--- config.mk ---
export PLATFORM = sky130hd
export DESIGN_NAME = rtcc_clock
export DESIGN_NICKNAME = d
export VERILOG_FILES = /design/src/rtl/rtcc_pkg.sv /design/src/rtl/rtcc_hms.sv /design/src/rtl/rtcc_date.sv /design/src/rtl/rtcc_clock.sv
export SDC_FILE = /design/constraint.sdc
export NUM_CORES = 1
export LEC_CHECK = 0
export CAP_MARGIN = 20
export CORE_MARGIN = 2
export CORE_UTILIZATION = 45
export CTS_CLUSTER_DIAMETER = 40
export DETAILED_ROUTE_END_ITERATION = 7
export HOLD_SLACK_MARGIN = 0.05
export PLACE_DENSITY = 0.7
export SLEW_MARGIN = 20
export SYNTH_ARGS = -nofsm -noshare
export SYNTH_HDL_FRONTEND = slang
export SYNTH_SLANG_ARGS = --single-unit
--- constraint.sdc ---
create_clock -name clk -period 3.6 [get_ports clk]
set_input_delay 0.72 -clock clk [delete_from_list [all_inputs] [get_ports clk]]
set_output_delay 0.72 -clock clk [all_outputs]
set_load 0.005 [all_outputs]
--- src/rtl/rtcc_pkg.sv ---
package rtcc_pkg;

  localparam int NUM_REGS = 7;
  localparam int DATA_W   = 8;

  localparam int RA_SEC  = 0;
  localparam int RA_MIN  = 1;
  localparam int RA_HOUR = 2;
  localparam int RA_WDAY = 3;
  localparam int RA_MDAY = 4;
  localparam int RA_MON  = 5;
  localparam int RA_YEAR = 6;

  localparam logic [7:0] MSK_SEC  = 8'h7F;
  localparam logic [7:0] MSK_MIN  = 8'h7F;
  localparam logic [7:0] MSK_HOUR = 8'h7F;
  localparam logic [7:0] MSK_WDAY = 8'h07;
  localparam logic [7:0] MSK_MDAY = 8'h3F;
  localparam logic [7:0] MSK_MON  = 8'h1F;
  localparam logic [7:0] MSK_YEAR = 8'hFF;

  // add one to a two-digit packed BCD value
  function automatic logic [7:0] bcd_inc(input logic [7:0] v);
    logic [7:0] r;
    if (v[3:0] >= 4'd9) r = {v[7:4] + 4'd1, 4'd0};
    else                r = {v[7:4], v[3:0] + 4'd1};
    return r;
  endfunction

  // two-digit BCD year divisible by four
  function automatic logic leap_year(input logic [7:0] y);
    logic [7:0] b;
    b = ({4'h0, y[7:4]} << 3) + ({4'h0, y[7:4]} << 1) + {4'h0, y[3:0]};
    return (b[1:0] == 2'b00);
  endfunction

  // last day of a BCD month
  function automatic logic [7:0] month_last(input logic [7:0] m, input logic leap);
    logic [7:0] d;
    case (m)
      8'h02:                      d = leap ? 8'h29 : 8'h28;
      8'h04, 8'h06, 8'h09, 8'h11: d = 8'h30;
      default:                    d = 8'h31;
    endcase
    return d;
  endfunction

endpackage

--- src/rtl/rtcc_hms.sv ---
module rtcc_hms
  import rtcc_pkg::*;
(
  input  logic       clk,
  input  logic       rst,
  input  logic       step,
  input  logic       wr_sec,
  input  logic       wr_min,
  input  logic       wr_hour,
  input  logic [7:0] wdata,
  output logic [7:0] sec_q,
  output logic [7:0] min_q,
  output logic [7:0] hour_q,
  output logic       day_carry
);

  logic       sec_wrap, min_wrap, min_step, hr_step;
  logic [7:0] sec_nx, min_nx, hour_nx;
  logic       hr_day;

  always_comb begin
    sec_wrap = (sec_q >= 8'h59);
    sec_nx   = sec_wrap ? 8'h00 : bcd_inc(sec_q);
    min_wrap = (min_q >= 8'h59);
    min_nx   = min_wrap ? 8'h00 : bcd_inc(min_q);
    min_step = step & sec_wrap;
    hr_step  = min_step & min_wrap;
  end

  always_comb begin
    logic [7:0] f12, f24, inc12;
    logic       pm;
    f12   = {3'b000, hour_q[4:0]};
    f24   = {2'b00, hour_q[5:0]};
    pm    = hour_q[5];
    inc12 = bcd_inc(f12);
    hour_nx = 8'h00;
    hr_day  = 1'b0;
    if (hour_q[6]) begin
      if (f12 >= 8'h12) begin
        hour_nx = {1'b0, 1'b1, pm, 5'h01};
      end else if (f12 == 8'h11) begin
        hour_nx = {1'b0, 1'b1, ~pm, 5'h12};
        hr_day  = pm;
      end else begin
        hour_nx = {1'b0, 1'b1, pm, inc12[4:0]};
      end
    end else begin
      if (f24 >= 8'h23) begin
        hour_nx = 8'h00;
        hr_day  = 1'b1;
      end else begin
        hour_nx = bcd_inc(f24);
      end
    end
  end

  assign day_carry = hr_step & hr_day;

  always_ff @(posedge clk) begin
    if (rst) begin
      sec_q  <= 8'h00;
      min_q  <= 8'h00;
      hour_q <= 8'h00;
    end else begin
      if (wr_sec)        sec_q <= wdata & MSK_SEC;
      else if (step)     sec_q <= sec_nx;
      if (wr_min)        min_q <= wdata & MSK_MIN;
      else if (min_step) min_q <= min_nx;
      if (wr_hour)       hour_q <= wdata & MSK_HOUR;
      else if (hr_step)  hour_q <= hour_nx;
    end
  end


  sec_wrap_chk: assert property (@(posedge clk) disable iff (rst)
    step && !wr_sec && sec_q == 8'h59 |=> sec_q == 8'h00);


  pm_flip_chk: assert property (@(posedge clk) disable iff (rst)
    hr_step && !wr_hour && hour_q[6] && hour_q[4:0] == 5'h11
    |=> hour_q[4:0] == 5'h12 && hour_q[5] != $past(hour_q[5]));


  noon_one_chk: assert property (@(posedge clk) disable iff (rst)
    hr_step && !wr_hour && hour_q[6] && hour_q[4:0] == 5'h12
    |=> hour_q[4:0] == 5'h01 && $stable(hour_q[5]));


  sec_hold_chk: assert property (@(posedge clk) disable iff (rst)
    !step && !wr_sec |=> $stable(sec_q));

endmodule

--- src/rtl/rtcc_date.sv ---
module rtcc_date
  import rtcc_pkg::*;
(
  input  logic       clk,
  input  logic       rst,
  input  logic       day_step,
  input  logic       wr_wday,
  input  logic       wr_mday,
  input  logic       wr_mon,
  input  logic       wr_year,
  input  logic [7:0] wdata,
  output logic [7:0] wday_q,
  output logic [7:0] mday_q,
  output logic [7:0] mon_q,
  output logic [7:0] year_q
);

  logic [7:0] last_day;
  logic       mday_wrap, mon_wrap, mon_step, yr_step;
  logic [7:0] wday_nx, mday_nx, mon_nx, year_nx;

  always_comb begin
    last_day  = month_last(mon_q, leap_year(year_q));
    mday_wrap = (mday_q >= last_day);
    mon_wrap  = (mon_q >= 8'h12);
    mon_step  = day_step & mday_wrap;
    yr_step   = mon_step & mon_wrap;
    wday_nx   = (wday_q >= 8'h07) ? 8'h01 : wday_q + 8'h01;
    mday_nx   = mday_wrap ? 8'h01 : bcd_inc(mday_q);
    mon_nx    = mon_wrap ? 8'h01 : bcd_inc(mon_q);
    year_nx   = (year_q >= 8'h99) ? 8'h00 : bcd_inc(year_q);
  end

  always_ff @(posedge clk) begin
    if (rst) begin
      wday_q <= 8'h01;
      mday_q <= 8'h01;
      mon_q  <= 8'h01;
      year_q <= 8'h00;
    end else begin
      if (wr_wday)        wday_q <= wdata & MSK_WDAY;
      else if (day_step)  wday_q <= wday_nx;
      if (wr_mday)        mday_q <= wdata & MSK_MDAY;
      else if (day_step)  mday_q <= mday_nx;
      if (wr_mon)         mon_q <= wdata & MSK_MON;
      else if (mon_step)  mon_q <= mon_nx;
      if (wr_year)        year_q <= wdata & MSK_YEAR;
      else if (yr_step)   year_q <= year_nx;
    end
  end


  wday_wrap_chk: assert property (@(posedge clk) disable iff (rst)
    day_step && !wr_wday && wday_q == 8'h07 |=> wday_q == 8'h01);


  leap_feb_chk: assert property (@(posedge clk) disable iff (rst)
    day_step && !wr_mday && mon_q == 8'h02 && mday_q == 8'h28 && leap_year(year_q)
    |=> mday_q == 8'h29);


  year_wrap_chk: assert property (@(posedge clk) disable iff (rst)
    day_step && !wr_year && !wr_mon && !wr_mday && year_q == 8'h99 &&
    mon_q == 8'h12 && mday_q == 8'h31 |=> year_q == 8'h00 && mon_q == 8'h01);

endmodule

--- src/rtl/rtcc_clock.sv ---
module rtcc_clock
  import rtcc_pkg::*;
#(
  parameter int ADDR_W = 3
) (
  input  logic              clk,
  input  logic              rst,
  input  logic              sec_pulse_i,
  input  logic              osc_stop_i,
  input  logic              wr_en_i,
  input  logic [ADDR_W-1:0] wr_addr_i,
  input  logic [7:0]        wr_data_i,
  input  logic [ADDR_W-1:0] rd_addr_i,
  output logic [7:0]        rd_data_o,
  output logic              sec_tick_o
);

  logic [NUM_REGS-1:0] wr_sel;
  logic                pend_q, tick_req, adv, day_carry;
  logic [7:0]          regs_v [NUM_REGS];

  for (genvar i = 0; i < NUM_REGS; i++) begin : g_wsel
    assign wr_sel[i] = wr_en_i && (wr_addr_i == ADDR_W'(i));
  end

  assign tick_req = (sec_pulse_i & ~osc_stop_i) | pend_q;
  assign adv      = tick_req & ~wr_en_i;

  always_ff @(posedge clk) begin
    if (rst) begin
      pend_q     <= 1'b0;
      sec_tick_o <= 1'b0;
    end else begin
      pend_q     <= tick_req & wr_en_i;
      sec_tick_o <= adv;
    end
  end

  rtcc_hms u_hms (
    .clk       (clk),
    .rst       (rst),
    .step      (adv),
    .wr_sec    (wr_sel[RA_SEC]),
    .wr_min    (wr_sel[RA_MIN]),
    .wr_hour   (wr_sel[RA_HOUR]),
    .wdata     (wr_data_i),
    .sec_q     (regs_v[RA_SEC]),
    .min_q     (regs_v[RA_MIN]),
    .hour_q    (regs_v[RA_HOUR]),
    .day_carry (day_carry)
  );

  rtcc_date u_date (
    .clk      (clk),
    .rst      (rst),
    .day_step (day_carry),
    .wr_wday  (wr_sel[RA_WDAY]),
    .wr_mday  (wr_sel[RA_MDAY]),
    .wr_mon   (wr_sel[RA_MON]),
    .wr_year  (wr_sel[RA_YEAR]),
    .wdata    (wr_data_i),
    .wday_q   (regs_v[RA_WDAY]),
    .mday_q   (regs_v[RA_MDAY]),
    .mon_q    (regs_v[RA_MON]),
    .year_q   (regs_v[RA_YEAR])
  );

  always_ff @(posedge clk) begin
    if (rst) begin
      rd_data_o <= 8'h00;
    end else begin
      rd_data_o <= 8'h00;
      for (int i = 0; i < NUM_REGS; i++) begin
        if (rd_addr_i == ADDR_W'(i)) rd_data_o <= regs_v[i];
      end
    end
  end


  defer_pulse_chk: assert property (@(posedge clk) disable iff (rst)
    (wr_en_i && sec_pulse_i && !osc_stop_i) ##1 !wr_en_i |=> sec_tick_o);


  tick_in_write_chk: assert property (@(posedge clk) disable iff (rst)
    wr_en_i |=> !sec_tick_o);

endmodule

Word-level counts from Yosys, hierarchy flattened
Index checks and enable logic that the tools add are counted.
{"block": "totals", "reg_bits": 66, "word_cells": 175}
{"block": "op_classes", "n_addsub": 16, "reduce_logical": 45, "bitwise": 12, "n_lt_le_gt_ge": 14, "muxes": 44, "n_eq_ne": 21}
{"cell": "8-bit two-way mux", "count": 24}
{"cell": "4-bit by 1-bit adder with 4-bit output, second input constant", "count": 11}
{"cell": "7-bit two-way mux", "count": 6}
{"cell": "4-bit greater-or-equal comparator, second input constant", "count": 6}
{"cell": "2-bit nonzero test", "count": 11}
{"cell": "3-bit == test, second input constant", "count": 6}
{"cell": "6-bit two-way mux", "count": 3}
{"cell": "2-bit AND reduction", "count": 9}
{"cell": "8-bit by 3-bit == test with 1-bit output, second input constant", "count": 2}
{"cell": "8-bit by 7-bit greater-or-equal comparator with 1-bit output, second input constant", "count": 2}
{"cell": "5-bit two-way mux", "count": 3}
{"cell": "3-bit nonzero test", "count": 5}
{"cell": "3-bit by 2-bit == test with 1-bit output, second input constant", "count": 4}
{"cell": "2-bit OR reduction", "count": 6}
{"cell": "5-bit one-hot mux with 2 select lines", "count": 1}
{"cell": "8-bit by 1-bit adder with 8-bit output, second input constant", "count": 1}
{"cell": "1-bit bitwise AND", "count": 8}
{"cell": "8-bit by 2-bit == test with 1-bit output, second input constant", "count": 1}
{"cell": "8-bit by 4-bit == test with 1-bit output, second input constant", "count": 1}
{"cell": "8-bit by 5-bit == test with 1-bit output, second input constant", "count": 1}
{"cell": "8-bit by 3-bit greater-or-equal comparator with 1-bit output, second input constant", "count": 1}
{"cell": "8-bit by 5-bit greater-or-equal comparator with 1-bit output, second input constant", "count": 1}
{"cell": "8-bit by 6-bit greater-or-equal comparator with 1-bit output", "count": 1}
{"cell": "8-bit greater-or-equal comparator, second input constant", "count": 1}
{"cell": "other kinds (21)", "count": 37}

Longest topological paths before layout
{"block": "logic_depth", "word_depth": 11, "depth_mapped": 15, "mapped_depth_nobuf": 14}

Modules after synthesis
From an unflattened synthesis, not the netlist that was laid out.
{"block": "unflattened", "cells_unflattened": 593, "hier_area_um2": 4762.1}
{"mod": "rtcc_date", "n_inst": 1, "cells_per_inst": 254, "area_per_inst_um2": 2124.5}
{"mod": "rtcc_hms", "n_inst": 1, "cells_per_inst": 204, "area_per_inst_um2": 1706.6}
{"mod": "rtcc_clock", "n_inst": 1, "cells_per_inst": 135, "area_per_inst_um2": 930.9}

Least setup slack after synthesis
Ideal clock, no wire load.
{"block": "synth_timing", "path_kind": "register to register", "startpoint": "register u_date.mon_q[4]", "endpoint": "register u_date.year_q[6]", "n_path_buf": 1, "setup_ns": 0.122, "arrival_ns": 2.955, "path_stages_with_launch": 16, "path_slack_ns": 0.523, "path_cell_list": "dfxtp_1 inv_1 ha_1 mux2_2 nand2_1 o21ai_0 nand3_1 o21a_1 ha_1 or4b_2 nand4_1 a211o_1 or3_1 buf_2 nor4_1 a311o_1"}
{"block": "synth_between", "elab_chain_len": 8, "word_cells_on_any_way": 13}
{"item": "start: declaration", "line_no": "rtcc_date.sv:14", "text": "output logic [7:0] mon_q,"}
{"item": "start signal: assignment", "line_no": "rtcc_date.sv:45", "text": "if (wr_mon) mon_q <= wdata & MSK_MON;"}
{"item": "start signal: assignment", "line_no": "rtcc_date.sv:46", "text": "else if (mon_step) mon_q <= mon_nx;"}
{"item": "8-bit by 3-bit == test with 1-bit output, or another cell as far along", "line_no": "rtcc_pkg.sv:40", "text": "case (m)"}
{"item": "4-bit OR reduction", "line_no": "rtcc_pkg.sv:40"}
{"item": "5-bit one-hot mux with 2 select lines", "line_no": "rtcc_pkg.sv:40"}
{"item": "8-bit by 6-bit greater-or-equal comparator with 1-bit output", "line_no": "rtcc_date.sv:24", "text": "mday_wrap = (mday_q >= last_day);"}
{"item": "1-bit bitwise AND", "line_no": "rtcc_date.sv:26", "text": "mon_step = day_step & mday_wrap;"}
{"item": "1-bit bitwise AND (*)", "line_no": "rtcc_date.sv:27", "text": "yr_step = mon_step & mon_wrap;"}
{"item": "2-bit nonzero test (no line) (*)"}
{"item": "2-bit AND reduction (no line) (*)"}
{"item": "end signal: assignment", "line_no": "rtcc_date.sv:47", "text": "if (wr_year) year_q <= wdata & MSK_YEAR;"}
{"item": "end signal: assignment", "line_no": "rtcc_date.sv:48", "text": "else if (yr_step) year_q <= year_nx;"}
{"item": "end: declaration", "line_no": "rtcc_date.sv:15", "text": "output logic [7:0] year_q"}
Every way passes the cells marked *; elsewhere a longest branch is shown, timed or not.
A chain may end at the register's enable or synchronous reset.

Final worst setup path
{"block": "layout_timing", "startpoint": "register u_date.mon_q[4]", "endpoint": "register u_date.mday_q[4]"}
{"block": "layout_between", "elab_chain_len": 7, "word_cells_on_any_way": 13}
{"item": "8-bit by 3-bit == test with 1-bit output, or another cell as far along", "line_no": "rtcc_pkg.sv:40"}
{"item": "4-bit OR reduction", "line_no": "rtcc_pkg.sv:40"}
{"item": "5-bit one-hot mux with 2 select lines (*)", "line_no": "rtcc_pkg.sv:40"}
{"item": "8-bit by 6-bit greater-or-equal comparator with 1-bit output (*)", "line_no": "rtcc_date.sv:24"}
{"item": "8-bit two-way mux", "line_no": "rtcc_date.sv:29", "text": "mday_nx = mday_wrap ? 8'h01 : bcd_inc(mday_q);"}
{"item": "6-bit two-way mux", "line_no": "rtcc_date.sv:44", "text": "else if (day_step) mday_q <= mday_nx;"}
{"item": "6-bit two-way mux", "line_no": "rtcc_date.sv:43", "text": "if (wr_mday) mday_q <= wdata & MSK_MDAY;"}
{"item": "end signal: assignment", "line_no": "rtcc_date.sv:43"}
{"item": "end signal: assignment", "line_no": "rtcc_date.sv:44"}
{"item": "end: declaration", "line_no": "rtcc_date.sv:13", "text": "output logic [7:0] mday_q,"}
Every way passes the cells marked *; elsewhere a longest branch is shown, timed or not. The select of a mux whose other input is x is not followed.

==> results.toml <==
[status]
status = "complete, no violations"

[cts]
htreeDepth = 3
cts-resized-gates = 0
cts.sinks = 65
numCtsBuffers = 9
clock_latency_ps = 350
clk_path_buf_depth = 2
cts_tree = "built"
post-cts-setup-buffers = 0
path_clk_slew_ps = 70
ctsHoldBuffers = 0
clock-root-buffer = "clkbuf_8"

[timing]
finalSetupViolCount = 0
final.setup.tns_ps = 0
fin_crit_ps = 3430
rsz0062_at_grt = "no"
finalCritPeriodShare_pct = 95.4
relSlewSlack_pct = 48.8
fmax_ghz = 0.291
worstMarginPinSlew_ps = 761
hold_violations = 0
fin_skew_ps = 9.10
slew_viol_final = 0

[cells_and_area]
fin_util_pct = 52.0
final.fill_count = 922
layout.nets = 643
layout-drive-gt1-share_pct = 7.28
syn_to_final_growth_pct = 13.4
stdcell_area_sq_um = 5040
diodes = 0
instances_no_fill = 724

[floorplan]
die_area_sq_um = 10700
die_x_um = 103
initial_core_util_pct = 45.9
die_h_um = 103
core_area_sq_um = 9680
ioPinCount = 28
placementRows = 36

[yosys]
ys.warnings.count = 0
netlist_area_sq_um = 4440
synth_cell_types = 64
synth_cells = 563
muxShareOfSynthArea_pct = 3.58
synth.area.top_cells = "dfxtp_1, ha_1, nor2_1, nand2_1, a21oi_1"
synth-seq-cells = 65
synth_edf_count = 0
ys_seq_area_share_pct = 29.3
postSynthAreaPerCell_sq_um = 7.89
synth_compound_area_share_pct = 25.5
yosys.area.top_type_share_pct = 29.3
synth_fa_ha_area_share_pct = 10.4
yosysTopAreaCell = "dfxtp_1"
ys_async_sr_fraction_pct = 0
synth_fp_nets = 619
synthSimpleGateAreaFrac_pct = 24.9
synth-xor-area-share_pct = 1.58
ys.flop_type = "dfxtp_1"
synth_top_family_by_area = "compound AO/OA/AOI/OAI gates"

[drt]
ant_nets = 0
dr.pass1.iters = 5
avgViaCountPerCell = 6.23
drt-initial-drc-count = 432
wl_mm = 13.3
via_count = 4509
drcViolationCount = 0
wl_per_cell_um = 18.3

[grt]
grt_max_degree = 47
gr-total-overflow = 0
first_global_vias = 4092
grt_pass1_wl_mm = 21.5
grt_util_all_layers_pct = 26.4
antenna_found_initial = 0

[pwr]
power_per_cell_area_nw_per_um2 = 298
combPwrFrac_pct = 13.4
peakVddDrop_uv = 192
seq_power_share_pct = 50.8
power.internal_mw = 1.08
power_switching_mw = 0.418
swShare_pct = 27.8
leakagePower_nw = 1.96
pwr-share-clk_pct = 35.9

[critical_path]
worstPathArrival_ps = 3680
rr_worst_depth = 14
cp-start-kind = "flop"
worstSetupEndpointType = "flop"
path_max_fanout = 6
critical_path_class = "flop to flop"
cp.required_ps = 3850

[placed_design]
placed_area_sq_um = 4870
post-dp-hpwl_mm = 9.58
place_congestion = 0.966
port_buffers = 27
dp_cells = 709

[hold_path]
hold_depth = 2
min_path_type = "flop to flop"

[job]
drv_cap = 0
## logic make-up after synthesis
kind of cell,after synthesis
AND/OR/NAND/NOR,220
buffers and inverters,53
flip-flops,65
AO/OA/AOI/OAI,168
XOR/XNOR,8
adder cells (fa/ha/maj),37
multiplexers,12
## stage by stage
step,worst slack (ps),power [mW],hold slack [ps]
3_5_place_dp,239,0.975,478
2_1_floorplan,523,0.890,454
3_3_place_gp,338,0.971,471
5_1_grt,25.3,1.56,527
6_report,166,1.50,503
4_1_cts,215,1.50,491
## cells in the mapped netlist (6+ instances only)
cell       n
a211oi_1  14
a21oi_1   36
a31oi_1   16
and2_1     7
and3_1    12
clkbuf_1  20
dfxtp_1   65
ha_1      37
inv_1     26
mux2i_1    8
nand2_1   50
nand2b_1   6
nand3_1   32
nor2_1    57
nor2b_1    7
nor3_1    11
nor4_1     7
o21ai_0   35
## metal layers
metal  global-route usage [%]  wire length [um]  vias to the layer above
met5                        0                 0                        -
li1                         -                 -                     2139
met1                     36.6              5810                     2107
met2                     41.5              6060                      233
met3                     4.17              1100                       30
met4                     9.62               292                        0
## placed cells by master, fill, tap and decap left out, types with 5 or more instances in the layout
cell type | synthesis | layout
nor4_1 | 7 | 7
a21oi_1 | 36 | 36
nand2_1 | 50 | 50
nand3_1 | 32 | 32
dfxtp_1 | 65 | 65
nor2b_1 | 7 | 7
a211oi_1 | 14 | 14
nand4_1 | 5 | 5
and3_1 | 12 | 12
clkbuf_8 | 0 | 10
ha_1 | 37 | 37
inv_1 | 26 | 26
nand2b_1 | 6 | 6
nor2_1 | 57 | 57
mux2i_1 | 8 | 8
buf_4 | 0 | 13
o211ai_1 | 5 | 5
clkdlybuf4s50_1 | 0 | 27
a211o_1 | 5 | 5
a22oi_1 | 5 | 5
a31oi_1 | 16 | 16
nor3_1 | 11 | 10
and2_1 | 7 | 7
o211a_1 | 5 | 5
o221ai_1 | 5 | 5
o21ai_0 | 35 | 34
## worst max-delay path, cell delays in order, from the launching register on
cell	delay, ps
dfxtp_1	440
inv_1	90
ha_1	200
mux2_2	260
nand2_1	60
o21ai_1	70
nand3_1	90
o21a_1	130
ha_1	220
or4b_2	620
nand4_1	180
nand2_1	170
o211ai_1	350
a22oi_1	160
a211oi_1	270
## registers in the layout, indices dropped and copies added, names as in the netlist
signal / cells
rd_data_o: 8
u_date.mday_q: 8
u_date.mon_q: 8
u_date.wday_q: 8
u_date.year_q: 8
u_hms.min_q: 8
u_hms.sec_q: 8
u_hms.hour_q: 7
pend_q: 1
sec_tick_o: 1
## final cells by class
class	instances	area (sq um)	share of cell area (%)
Multi-Input combinational cell	445	2940	58.4
Sequential cell	65	1300	25.8
Timing Repair Buffer	40	368	7.30
Inverter	26	97.6	1.94
Clock buffer	12	145	2.88
Clock inverter	3	17.5	0.348
Tap cell	133	166	3.30
## final timing paths
check | endpoint | startpoint | slack, ps
setup / recovery | u_date.mday_q[4]$_SDFFE_PP0P_ | u_date.mon_q[4]$_SDFFE_PP0P_ | 170
hold / removal | pend_q$_SDFF_PP0_ | pend_q$_SDFF_PP0_ | 500
setup reg to reg | u_date.mday_q[4]$_SDFFE_PP0P_ | u_date.mon_q[4]$_SDFFE_PP0P_ | 170
hold reg to reg | pend_q$_SDFF_PP0_ | pend_q$_SDFF_PP0_ | 500
## power groups by stage
| stage | combinational, mW | clock [mW] | sequential [mW] |
|---|---|---|---|
| after floorplan | 0.122 | 0 | 0.768 |
| after global routing | 0.220 | 0.574 | 0.765 |
| after CTS | 0.198 | 0.545 | 0.761 |
| final | 0.201 | 0.538 | 0.762 |
| after detailed placement | 0.198 | 0 | 0.778 |
| after global placement | 0.195 | 0 | 0.777 |
Note: power is estimated with default switching activity, not from simulation.
